==> src/rtl/pcm_tx_pkg.sv <==
package pcm_tx_pkg;
  localparam int unsigned SAMPLE_W = 24;
  localparam int unsigned SEL_W    = $clog2(SAMPLE_W);

  typedef logic [SAMPLE_W-1:0] sample_t;

  typedef struct packed {
    sample_t left;
    sample_t right;
  } pair_t;
endpackage

==> src/rtl/pcm_clk_master.sv <==
module pcm_clk_master #(
  parameter int unsigned DIV_LOG2   = 2,
  parameter int unsigned FRAME_LOG2 = 8
) (
  input  logic clk,
  input  logic rst_n,
  output logic bclk,
  output logic phase_right
);
  localparam int unsigned HALF_BIT = 2 ** (DIV_LOG2 - 1);
  // start in the last bit slot of a right half, bit clock high
  localparam logic [FRAME_LOG2-1:0] RST_CNT =
    {FRAME_LOG2{1'b1}} - FRAME_LOG2'(HALF_BIT - 1);

  logic [FRAME_LOG2-1:0] cnt;

  always_ff @(posedge clk or negedge rst_n) begin
    if (!rst_n) cnt <= RST_CNT;
    else        cnt <= cnt + 1'b1;
  end

  assign bclk        = cnt[DIV_LOG2-1];
  assign phase_right = cnt[FRAME_LOG2-1];
endmodule

==> src/rtl/pcm_clk_sync.sv <==
module pcm_clk_sync #(
  parameter int unsigned STAGES = 2,
  parameter int unsigned WIDTH  = 2
) (
  input  logic             clk,
  input  logic             rst_n,
  input  logic [WIDTH-1:0] d,
  output logic [WIDTH-1:0] q
);
  logic [WIDTH-1:0] stage [STAGES];

  genvar g;
  generate
    for (g = 0; g < STAGES; g++) begin : g_stage
      if (g == 0) begin : g_first
        always_ff @(posedge clk or negedge rst_n) begin
          if (!rst_n) stage[0] <= '0;
          else        stage[0] <= d;
        end
      end else begin : g_next
        always_ff @(posedge clk or negedge rst_n) begin
          if (!rst_n) stage[g] <= '0;
          else        stage[g] <= stage[g-1];
        end
      end
    end
  endgenerate

  assign q = stage[STAGES-1];
endmodule

==> src/rtl/pcm_pair_buffer.sv <==
module pcm_pair_buffer
  import pcm_tx_pkg::*;
(
  input  logic  clk,
  input  logic  rst_n,
  input  logic  in_valid,
  output logic  in_ready,
  input  pair_t in_pair,
  input  logic  pop,
  output logic  full,
  output pair_t out_pair
);
  always_ff @(posedge clk or negedge rst_n) begin
    if (!rst_n) begin
      full     <= 1'b0;
      out_pair <= '0;
    end else if (in_valid && !full) begin
      full     <= 1'b1;
      out_pair <= in_pair;
    end else if (pop) begin
      full     <= 1'b0;
    end
  end

  assign in_ready = ~full;
endmodule

==> src/rtl/pcm_word_shifter.sv <==
module pcm_word_shifter
  import pcm_tx_pkg::*;
#(
  parameter int unsigned POS_W = 8
) (
  input  logic  clk,
  input  logic  rst_n,
  input  logic  bclk_lvl,
  input  logic  chan_right,
  input  logic  fmt_i2s,
  input  logic  buf_full,
  input  pair_t buf_pair,
  output logic  pop,
  output logic  sdata
);
  localparam int unsigned IDX_W = POS_W + 1;
  localparam logic [POS_W-1:0] POS_MAX = '1;

  logic             prev_b;
  logic             chan_prev;
  logic             locked;
  logic [POS_W-1:0] pos;
  pair_t            cur;

  logic             fall;
  logic             change;
  logic             start_left;
  logic             locked_n;
  logic [POS_W-1:0] pos_n;
  pair_t            cur_n;
  sample_t          word;
  logic [IDX_W-1:0] idx;
  logic             bit_n;

  always_comb begin
    fall       = prev_b & ~bclk_lvl;
    change     = chan_right != chan_prev;
    start_left = fall & change & ~chan_right;
    locked_n   = locked | start_left;
    if (change)              pos_n = '0;
    else if (pos == POS_MAX) pos_n = pos;
    else                     pos_n = pos + 1'b1;
    pop   = start_left & buf_full;
    if (start_left) cur_n = buf_full ? buf_pair : '0;
    else            cur_n = cur;
    word  = chan_right ? cur_n.right : cur_n.left;
    // slot index minus framing delay; wraps high for the I2S lead slot
    idx   = {1'b0, pos_n} - IDX_W'(fmt_i2s);
    if (idx < IDX_W'(SAMPLE_W))
      bit_n = word[SEL_W'(SAMPLE_W - 1) - idx[SEL_W-1:0]];
    else
      bit_n = 1'b0;
  end

  always_ff @(posedge clk or negedge rst_n) begin
    if (!rst_n) begin
      prev_b    <= 1'b0;
      chan_prev <= 1'b1;
      locked    <= 1'b0;
      pos       <= POS_MAX;
      cur       <= '0;
      sdata     <= 1'b0;
    end else begin
      prev_b <= bclk_lvl;
      if (fall) begin
        chan_prev <= chan_right;
        locked    <= locked_n;
        pos       <= pos_n;
        cur       <= cur_n;
        sdata     <= locked_n & bit_n;
      end
    end
  end
endmodule

==> src/rtl/pcm_serial_tx.sv <==
module pcm_serial_tx
  import pcm_tx_pkg::*;
#(
  parameter int unsigned DIV_LOG2    = 2,
  parameter int unsigned FRAME_LOG2  = 8,
  parameter int unsigned SYNC_STAGES = 2,
  parameter int unsigned POS_W       = 8
) (
  input  logic                clk,
  input  logic                rst_n,
  input  logic                fmt_i2s,
  input  logic                slave_mode,
  input  logic                s_valid,
  output logic                s_ready,
  input  logic [SAMPLE_W-1:0] s_left,
  input  logic [SAMPLE_W-1:0] s_right,
  input  logic                bclk_in,
  input  logic                wclk_in,
  output logic                bclk_o,
  output logic                wclk_o,
  output logic                clk_oe,
  output logic                sdata
);
  logic       m_bclk;
  logic       m_right;
  logic [1:0] ext_sync;
  logic       bclk_lvl;
  logic       chan_right;
  logic       buf_full;
  logic       pop;
  pair_t      buf_pair;
  pair_t      in_pair;

  pcm_clk_master #(
    .DIV_LOG2  (DIV_LOG2),
    .FRAME_LOG2(FRAME_LOG2)
  ) u_master (
    .clk        (clk),
    .rst_n      (rst_n),
    .bclk       (m_bclk),
    .phase_right(m_right)
  );

  pcm_clk_sync #(
    .STAGES(SYNC_STAGES),
    .WIDTH (2)
  ) u_sync (
    .clk  (clk),
    .rst_n(rst_n),
    .d    ({wclk_in, bclk_in}),
    .q    (ext_sync)
  );

  always_comb begin
    if (slave_mode) begin
      bclk_lvl   = ext_sync[0];
      chan_right = fmt_i2s ? ext_sync[1] : ~ext_sync[1];
    end else begin
      bclk_lvl   = m_bclk;
      chan_right = m_right;
    end
  end

  assign clk_oe = ~slave_mode;
  assign bclk_o = ~slave_mode & m_bclk;
  assign wclk_o = ~slave_mode & (fmt_i2s ? m_right : ~m_right);

  assign in_pair = '{left: s_left, right: s_right};

  pcm_pair_buffer u_buf (
    .clk     (clk),
    .rst_n   (rst_n),
    .in_valid(s_valid),
    .in_ready(s_ready),
    .in_pair (in_pair),
    .pop     (pop),
    .full    (buf_full),
    .out_pair(buf_pair)
  );

  pcm_word_shifter #(
    .POS_W(POS_W)
  ) u_shift (
    .clk       (clk),
    .rst_n     (rst_n),
    .bclk_lvl  (bclk_lvl),
    .chan_right(chan_right),
    .fmt_i2s   (fmt_i2s),
    .buf_full  (buf_full),
    .buf_pair  (buf_pair),
    .pop       (pop),
    .sdata     (sdata)
  );
endmodule

==> config.mk <==
export PLATFORM = sky130hd
export DESIGN_NAME = pcm_serial_tx
export DESIGN_NICKNAME = d
export VERILOG_FILES = /design/src/rtl/pcm_tx_pkg.sv /design/src/rtl/pcm_clk_master.sv /design/src/rtl/pcm_clk_sync.sv /design/src/rtl/pcm_pair_buffer.sv /design/src/rtl/pcm_word_shifter.sv /design/src/rtl/pcm_serial_tx.sv
export SDC_FILE = /design/constraint.sdc
export NUM_CORES = 1
export LEC_CHECK = 0
export BUFFER_PORTS_ARGS = -buffer_cell sky130_fd_sc_hd__buf_2
export CAP_MARGIN = 10
export CELL_PAD_IN_SITES_DETAIL_PLACEMENT = 0
export CELL_PAD_IN_SITES_GLOBAL_PLACEMENT = 2
export CORE_MARGIN = 1.5
export CORE_UTILIZATION = 40
export CTS_BUF_LIST = sky130_fd_sc_hd__clkbuf_2 sky130_fd_sc_hd__clkbuf_4 sky130_fd_sc_hd__clkbuf_8
export CTS_CLUSTER_DIAMETER = 80
export CTS_CLUSTER_SIZE = 28
export DETAILED_ROUTE_END_ITERATION = 8
export GPL_TIMING_DRIVEN = 1
export PLACE_DENSITY = 0.89
export REMOVE_ABC_BUFFERS = 1
export SLEW_MARGIN = 15
export SYNTH_ARGS = -nofsm -noshare
export SYNTH_HDL_FRONTEND = slang
export SYNTH_SLANG_ARGS = --single-unit
==> constraint.sdc <==
create_clock -name clk -period 4.9 [get_ports clk]
set_input_delay 1.47 -clock clk [delete_from_list [all_inputs] [get_ports clk]]
set_output_delay 1.47 -clock clk [all_outputs]
set_load 0.01 [all_outputs]
# == Yosys cells after proc, flatten, opt, wreduce, memory -nomap -nowiden ==
# Cells that the tools add are included.
# classes
bitwise,14
n_addsub,4
reduce_logical,3
magnitude_cmp,2
n_mux,14
eq_ne,2
# op_table
operator,count
48-bit two-way mux,2
24-bit two-way mux,1
8-bit by 1-bit adder with 8-bit output (second input constant),2
8-bit two-way mux,2
9-bit by 5-bit < comparator with 1-bit output (second input constant),1
8-bit by 1-bit subtractor with 9-bit output,1
8-bit equality test (second input constant),1
1-bit two-way mux,8
1-bit AND,7
5-bit by 6-bit < comparator with 1-bit output (second input constant),1
1-bit NOT,6
1-bit binary-select mux with 5-bit select,1
5-bit subtractor (first input constant),1
2-bit nonzero test,1
1-bit logical AND,1
1-bit logical NOT,1
1-bit inequality test,1
1-bit bitwise OR,1
# totals
input_bits,55
register_bits,121
out_inout_bits,5
wordCells,52

# == Depth between registers and ports, before layout ==
# Gate-level depths: netlist of the first run.
# logic_depth
word_depth,12
ltp_mapped,17
mapped_depth_nobuf,15

# == Hierarchy ==
# Synthesis of the first run repeated with hierarchy kept, for this count alone.
# hier_totals
hier_cells,532
area_unflattened_um2,5841.9
# by_module_without_submodules
module,n_inst,seq_area_each_um2,area_per_inst_um2,cells_each
pcm_word_shifter,1,1512.7,3473.3,390
pcm_pair_buffer,1,1226.2,1874.3,105
pcm_clk_master,1,209.0,325.3,24
pcm_clk_sync,1,100.1,115.1,6
pcm_serial_tx,1,0.0,53.8,7

# == Least setup slack after synthesis of the first run ==
# Ideal clock, no wire load.
# synth_path
kind,input-to-reg
startpoint,in slave_mode
endpoint,reg u_shift.sdata
stages,16
arrival_time_ps,4481
setup_ps,120
slack_ps,299
required_time_ps,4780
n_path_buf,4
path_cell_list,buf_6 > nor2b_1 > a21o_1 > xnor2_2 > nand2_1 > ha_1 > ha_1 > clkbuf_1 > buf_2 > buf_1 > mux2i_1 > o221ai_1 > o32ai_1 > mux2_2 > nand2_1 > a41o_1
# synth_between
elab_chain_cells,11
word_cells_on_any_way,19
cone_classes,add/sub: 2; order compare: 1; eq/ne: 1; mux: 8; bitwise: 7
# synth_rtl
element,line,source
from (decl),pcm_serial_tx.sv:12,"input logic slave_mode,"
"parallel branches: the longest is 11 deep, another holds 8-bit by 1-bit subtractor with 9-bit output",-,
to (signal assigned),pcm_word_shifter.sv:70,sdata <= locked_n & bit_n;
to (decl),pcm_word_shifter.sv:14,output logic sdata
# Parallel ways; which one is timed is not known. The select of a mux whose other input is x is not followed.
# A chain may end at the register's enable or synchronous reset.

# == Final worst setup path of the first run ==
# layout_path
startpoint,in fmt_i2s
endpoint,reg u_shift.sdata
# layout_between
elab_chain_cells,11
word_cells_on_any_way,17
cone_classes,add/sub: 2; order compare: 1; eq/ne: 1; mux: 8; bitwise: 5
# layout_rtl
element,line,source
from (decl),pcm_serial_tx.sv:11,"input logic fmt_i2s,"
"parallel branches: the longest is 10 deep, another holds 8-bit by 1-bit subtractor with 9-bit output",-,
1-bit AND *,pcm_word_shifter.sv:70,
# Every way passes the cells marked *. The select of a mux whose other input is x is not followed.

==> results of run 1 <==
==> stage by stage <==
| step | total power [uW] | worst slack, ps | instance area [um^2] | util [%] |
|---|---|---|---|---|
| final | 3735 | 524.4 | 6544 | 47.14 |
| after global routing | 4042 | 267.7 | 6544 | 47.14 |
| after CTS | 3783 | 510.8 | 6544 | 47.14 |
| after detailed placement | 2884 | 21.27 | 6145 | 44.27 |
| after global placement | 2818 | 230.3 | 6145 | 44.27 |
| after floorplan | 2522 | 352.3 | 5540 | - |
==> worst max-delay path: cells and delay by family <==
family / cells / cell delay (ps)
adders and majority gates: 2 / 890
buffers and inverters: 2 / 420
muxes: 2 / 420
and+or+nand+nor: 2 / 180
AOI/OAI and AO/OA: 4 / 790
xor gates and xnor gates: 2 / 530
==> routing by layer <==
layer  wire, um  global-route usage (%)
met3        546                   5.437
met5          0                       0
met1       5616                   23.20
met2       5417                   26.19
met4        195                   6.541
==> cell type report <==
class,instances,area [um^2]
clock inverter,12,123.9
timing repair buffer,65,367.9
inverter,5,18.77
multi-input combinational,390,2484
tap,180,225.2
fill,1320,7337
sequential,121,3049
clock buffer,20,275.3
==> power groups by stage <==
stage               clock (uW)  combinational [uW]  sequential [uW]
floorplan                    0                 887             1630
global placement             0                1090             1730
detailed placement           0                1140             1750
CTS                        914                1140             1730
global route               969                1290             1790
finish                     887                1120             1730
==> synth_stat cells, drive strengths merged (10+ instances only) <==
cell	n	area [um^2]
clkbuf	24	90.09
nand2	122	457.9
dfrtp	105	2628
mux2	53	596.8
nand3	10	55.05
nor2	19	78.82
buf	10	68.82
mux2i	10	112.6
dfstp	16	420.4
a21oi	21	116.4
xnor2	10	102.6
o21ai	81	405.4
==> cell families after synthesis <==
| logic type | share of synthesized area [%] |
|---|---|
| adder cells (fa/ha/maj) | 1.098 |
| AO/OA/AOI/OAI | 13.57 |
| flip-flops | 53.48 |
| buffers and inverters | 3.117 |
| multiplexers | 13.63 |
| AND/OR/NAND/NOR | 12.69 |
| XOR/XNOR | 2.415 |
==> sequential cells by signal, summed over array words and instances, names as in the netlist <==
| register | count |
|---|---|
| u_buf.full | 1 |
| u_buf.out_pair | 48 |
| u_master.cnt | 8 |
| u_shift.chan_prev | 1 |
| u_shift.cur | 48 |
| u_shift.locked | 1 |
| u_shift.pos | 8 |
| u_shift.prev_b | 1 |
| u_shift.sdata | 1 |
| u_sync.q | 2 |
| u_sync.stage | 2 |
==> worst paths after layout <==
path                                      endpoint  cells past startpoint
worst max-delay path                 u_shift.sdata                     14
worst min-delay path                   u_sync.q[1]                      0
worst max register to register       u_shift.sdata                     14
worst min register to register         u_sync.q[1]                      0
max in group asynchronous               u_buf.full                      2
min in group asynchronous       u_buf.out_pair[30]                      1
==> summary.txt, run 1 <==
Layout
  • Most common cell after layout, fill and taps aside: nand2_1
  • Non-filler cells, final: 793
  • Share of cells above drive strength 1: 29.36%
  • Most frequent cells in the layout: 121 x nand2_1, 104 x dfrtp_1, 77 x o21ai_0
  • Area growth syn-to-layout: 14.82%
  • Layout Nets: 660
  • Ant diodes: 0

Floorplanning
  • # IOs: 60
  • Die Footprint: 14970 um^2
  • Initial Utilization: 41.06%
  • Core area: 13880 um^2
  • Die Height: 122.4 um
  • Row Count: 43
  • Chip Width: 122.4 um

Worst setup path
  • Setup crit start: fmt_i2s
  • RR Startpoint: u_shift.pos[0]
  • CP Class: input port to flop
  • Max stage delay on crit path: 640 ps
  • R2R Setup Slk: 1160 ps
  • Crit-path max FO: 14
  • Critical path endpoint category: flop
  • Crit-path cells: buf_2 > xnor2_1 > a21o_1 > xnor2_2 > nand2_1 > ha_1 > ha_1 > buf_4 > mux2i_1 > o221ai_1 > o32ai_1 > mux2_2 > nand2_1 > a41o_1
  • Worst EP required: 5240 ps
  • Slowest CP cell: ha_1
  • WP data arrival: 4710 ps
  • CP Launch Type: input port

Run
  • Max-Cap Viols: 0

Min path
  • HP Class: flop to flop
  • Min-delay src: u_sync.stage[3]

Pwr
  • Sw Ratio: 33.33%
  • Switching pwr: 1245 uW
  • Comb power frac: 30.0%
  • Internal power: 2490 uW
  • Clk pwr share: 23.8%
  • Largest vdd supply drop: 0.3246 mV
  • Reg power frac: 46.2%
  • P_leak: 0.002937 uW
  • Pwr dens: 570.8 nW/um^2

Detailed routing
  • Wirelength per Cell: 14.85 um
  • Initial DRC count: 268
  • Final wirelength: 11780 um
  • DRC violations left: 0
  • TritonRoute pass-1 iters: 5
  • Via count: 4093
  • Final ANT Viol Nets: 0
  • Vias per cell: 5.161

STA
  • Fin Setup TNS: 0 ps
  • Slew HR: 36.99%
  • Minimum clock period: 4376 ps
  • Period Utilization, post-route: 89.30%
  • Worst slew pin tran: 945.1 ps
  • Fin. max-slew vios: 0
  • Unrepaired setup endpoints after global routing: no
  • Worst Skew: 6.304 ps
  • FMAX: 228.5 MHz
  • Hold WS: 354.8 ps
  • Final Hold Viols: 0
  • Number of setup violations in the final report: 0

Clock network
  • Clock latency on the worst-skew pair: 440 ps
  • Sink Count: 121
  • CTS tree: built
  • Clk slew on worst S/H paths: 70 ps
  • CTS HTree Levels: 4
  • Post-CTS sizing: 0
  • CTS root buf: clkbuf_8
  • Total CTS buffers: 17
  • # hold bufs at CTS: 0
  • Post-CTS setup buffers: 0
  • CTS Buffer Depth: 2

Yosys
  • YS warnings: 0
  • Async set-reset flop share out of synthesis: 100.0%
  • Post-synth EDFFs: 0
  • Synth Flop Type: dfrtp_1
  • Mapped Area: 5699 um^2
  • Flops & latches, synth: 121
  • Seq/Total Area, Yosys: 53.48%
  • Synth unique cells: 49
  • Post-synthesis cell count: 550
  • Mapped Avg Cell Area: 10.36 um^2

Global routing
  • Vias in the first global route: 4110
  • First-pass GRT wire length: 20000 um
  • Grt total ovfl: 0
  • Largest net degree at the start of global routing: 109
  • Total track usage: 17.28%
  • Initial antenna violation count: 0

Place
  • Placed insts: 761
  • Port Buf Inserts: 59
  • Routability-driven placement congestion ratio: 0.8592
  • Dpl hpwl: 7952 um

Status
  • Status: complete, no violations
Note: power is estimated with default switching activity, not from simulation.
==> run 2, diff against run 1 <==
--- a/config.mk
+++ b/config.mk
@@ -16,9 +16,10 @@
 export CTS_CLUSTER_SIZE = 28
 export DETAILED_ROUTE_END_ITERATION = 8
 export GPL_TIMING_DRIVEN = 1
-export PLACE_DENSITY = 0.89
+export PLACE_DENSITY = 0.87
 export REMOVE_ABC_BUFFERS = 1
 export SLEW_MARGIN = 15
 export SYNTH_ARGS = -nofsm -noshare
 export SYNTH_HDL_FRONTEND = slang
+export SYNTH_HIERARCHICAL = 1
 export SYNTH_SLANG_ARGS = --single-unit
==> constraint.sdc (replaced) <==
create_clock -name clk -period 4.1 [get_ports clk]
set_input_delay 1.23 -clock clk [delete_from_list [all_inputs] [get_ports clk]]
set_output_delay 1.23 -clock clk [all_outputs]
set_load 0.01 [all_outputs]
==> summary.txt, run 2 <==
Place
  • Routability-driven placement congestion ratio: 0.8154 (-5.1%)
  • Port Buf Inserts: 59 (unchanged)
  • Dpl hpwl: 8604 um (+8.2%)

Floorplanning
  • Initial Utilization: 41.60% (+0.54 points)
  • Die Footprint: 15340 um^2 (+2.4%)
  • Core area: 14040 um^2 (+1.2%)
  • Row Count: 43 (unchanged)
  • Chip Width: 123.9 um (+1.2%)
  • Die Height: 123.9 um (+1.2%)
  • # IOs: 60 (unchanged)

Clock network
  • Sink Count: 121 (unchanged)
  • CTS Buffer Depth: 2 (unchanged)
  • Clock latency on the worst-skew pair: 430 ps (about the same)
  • CTS tree: built
  • CTS root buf: clkbuf_8
  • Clk slew on worst S/H paths: 70 ps (about the same)
  • CTS HTree Levels: 4 (unchanged)
  • Total CTS buffers: 17 (unchanged)
  • # hold bufs at CTS: 0 (unchanged)

STA
  • Period Utilization, post-route: 93.82%
  • Fin. max-slew vios: 0 (unchanged)
  • FMAX: 260.0 MHz
  • Worst slew pin tran: 912.3 ps (-32.77 ps)
  • Worst Skew: 7.624 ps (+1.321 ps)
  • Number of setup violations in the final report: 0 (unchanged)
  • Final Hold Viols: 0 (unchanged)
  • Slew HR: 39.18% (+2.2 points)
  • Unrepaired setup endpoints after global routing: no
  • Minimum clock period: 3846 ps
  • Fin Setup TNS: 0 ps (unchanged)

Global routing
  • Met1 Track Usage GR: 24.32% (+1.1 points)
  • Vias in the first global route: 4162 (+1.3%)
  • Grt total ovfl: 0 (unchanged)
  • Initial antenna violation count: 0 (unchanged)
  • First-pass GRT wire length: 20780 um (+3.9%)
  • Global route hottest layer: met2
  • GR Util met2: 27.59% (+1.4 points)
  • Largest net degree at the start of global routing: 74 (-32%)
  • Met3 Track Usage GR: 5.266% (-0.17 points)
  • Total track usage: 17.86% (+0.58 points)

Yosys
  • Synth Flop Type: dfrtp_1
  • Async set-reset flop share out of synthesis: 100.0% (unchanged)
  • Flops & latches, synth: 121 (unchanged)
  • Synth unique cells: 66 (+35%)
  • Mapped Area: 5842 um^2 (+2.5%)
  • Synth top area share: 44.98% (-1.1 points)
  • Seq/Total Area, Yosys: 52.17% (-1.3 points)
  • Synth top area cells: dfrtp_1 45%, mux2_2 8.9%, dfstp_2 7.2%
  • YS warnings: 6 (+6)
  • Post-synth EDFFs: 0 (unchanged)
  • Cell accounting for the most synthesized area: dfrtp_1
  • Mapped Avg Cell Area: 10.98 um^2 (+6.0%)
  • Post-synthesis cell count: 532 (-3.3%)
  • Post-synth top cells: 105 x dfrtp_1, 105 x nand2_1, 48 x nand3_1, 46 x mux2_2, 20 x o21ai_0

Worst setup path
  • Crit-path max FO: 4 (-10)
  • Critical path endpoint category: flop
  • CP Class: input port to flop
  • CP Launch Type: input port
  • R2R Setup Slk: 480 ps (-680 ps)
  • Worst EP required: 4440 ps (-800 ps)
  • WP data arrival: 4190 ps (-520 ps)

Pwr
  • Tot Pwr: 4557 uW (+22%)
  • Pwr dens: 663.8 nW/um^2 (+16%)
  • Largest vdd supply drop: 0.3950 mV (+22%)
  • P_leak: 0.003245 uW (+10%)

Detailed routing
  • DRC violations left: 0 (unchanged)
  • TritonRoute pass-1 iters: 5 (unchanged)
  • Final ANT Viol Nets: 0 (unchanged)
  • Via count: 4094 (+0.024%)
  • Vias per cell: 5.111 (-0.97%)
  • Wirelength per Cell: 15.17 um (+2.2%)
  • Initial DRC count: 213 (-21%)
  • Final wirelength: 12160 um (+3.2%)

Layout
  • Area growth syn-to-layout: 17.52%
  • Most frequent cells in the layout: 105 x dfrtp_1, 105 x nand2_1, 58 x buf_2
  • Share of cells above drive strength 1: 35.27% (+5.9 points)
  • Layout Nets: 669 (+1.4%)
  • Biggest regs: u_buf/out_pair: 48 flops, u_shift/cur: 48 flops
  • Ant diodes: 0 (unchanged)

Status
  • Status: complete, no violations

Min path
  • HP Class: flop to flop

Run
  • Max-Cap Viols: 0 (unchanged)
## run 2: cell count changes after synthesis, moves of 6 or more
cell / before / now
a21oi_1: 20 / 7
clkbuf_1: 24 / 13
inv_1: 4 / 13
mux2_2: 53 / 46
mux2_4: 0 / 12
mux2i_1: 9 / 15
nand2_1: 122 / 105
nand3_1: 9 / 48
nor2_1: 18 / 11
o21ai_0: 77 / 20
## run 2: per-layer routing
metal  up-vias  share of wire (%)
li1       2024                  -
met1      1988                 50
met2        73                 46
met3         9                3.9
met4         0               0.93
met5         -                  0
## run 2: what timing repair did
item,CTS,global route
gates resized for setup,0,1
endpoints found under the hold margin,0,0
setup endpoints to repair,0,1
setup buffers,0,0
## run 2: critical path, cell delays in order
cell and delay, ps:
buf_2 110, xnor2_1 110, mux2_4 280, buf_4 140, xor2_1 280, nor2_1 90
mux2i_2 240, and3_4 240, xor2_1 170, ha_1 260, nor2_1 80, o21ai_0 80
o32ai_1 290, a31oi_1 70, a211oi_1 180, nor4_1 90, nor4_2 240
## run 2: worst paths after layout
check,from,to,depth (start not counted)
worst max-delay path,fmt_i2s,u_shift/sdata,17
worst min-delay path,u_sync/stage[2],u_sync/q[0],0
worst max register to register,u_shift/pos[3],u_shift/sdata,16
worst min register to register,u_sync/stage[2],u_sync/q[0],0
max in group asynchronous,rst_n,u_shift/cur[19],2
min in group asynchronous,rst_n,u_sync/q[0],1
## run 2: through the flow
step	cell area, um^2	std cells	util [%]	hold slack [ps]	setup WS (ps)
final	6865	801	48.89	353.2	253.5
after global routing	6865	801	48.89	361.6	38.61
after CTS	6858	801	48.84	356.1	167.4
after detailed placement	6440	770	45.86	340.4	-292.9
after global placement	6440	770	45.86	346.3	-217.6
after floorplan	5617	495	-	331.2	-424.2
## run 2: power by group
part,internal (uW),switching [uW]
logic,778,697
clock network,647,450
registers,1680,305
total,3110,1450
## run 2: cell type report
cell class / count / area [um^2]
flip-flops and latches: 121 / 3048
inverters: 13 / 48.80
clock inverters: 6 / 86.33
fillers: 1281 / 7177
repair buffers: 95 / 593.1
clock buffers: 25 / 331.6
multi-input cells: 361 / 2532
well taps: 180 / 225.2
## run 2: logic make-up (layout without fill, tap and decap cells)
group | count (synthesis) | in the layout | share of synthesized area (%)
mux | 76 | 76 | 15.53
flops | 121 | 121 | 52.17
buf+inv | 50 | 139 | 4.690
simple gates | 201 | 201 | 16.71
fa+ha+maj | 5 | 5 | 1.071
xor+xnor | 12 | 12 | 1.799
compound gates | 67 | 67 | 8.032
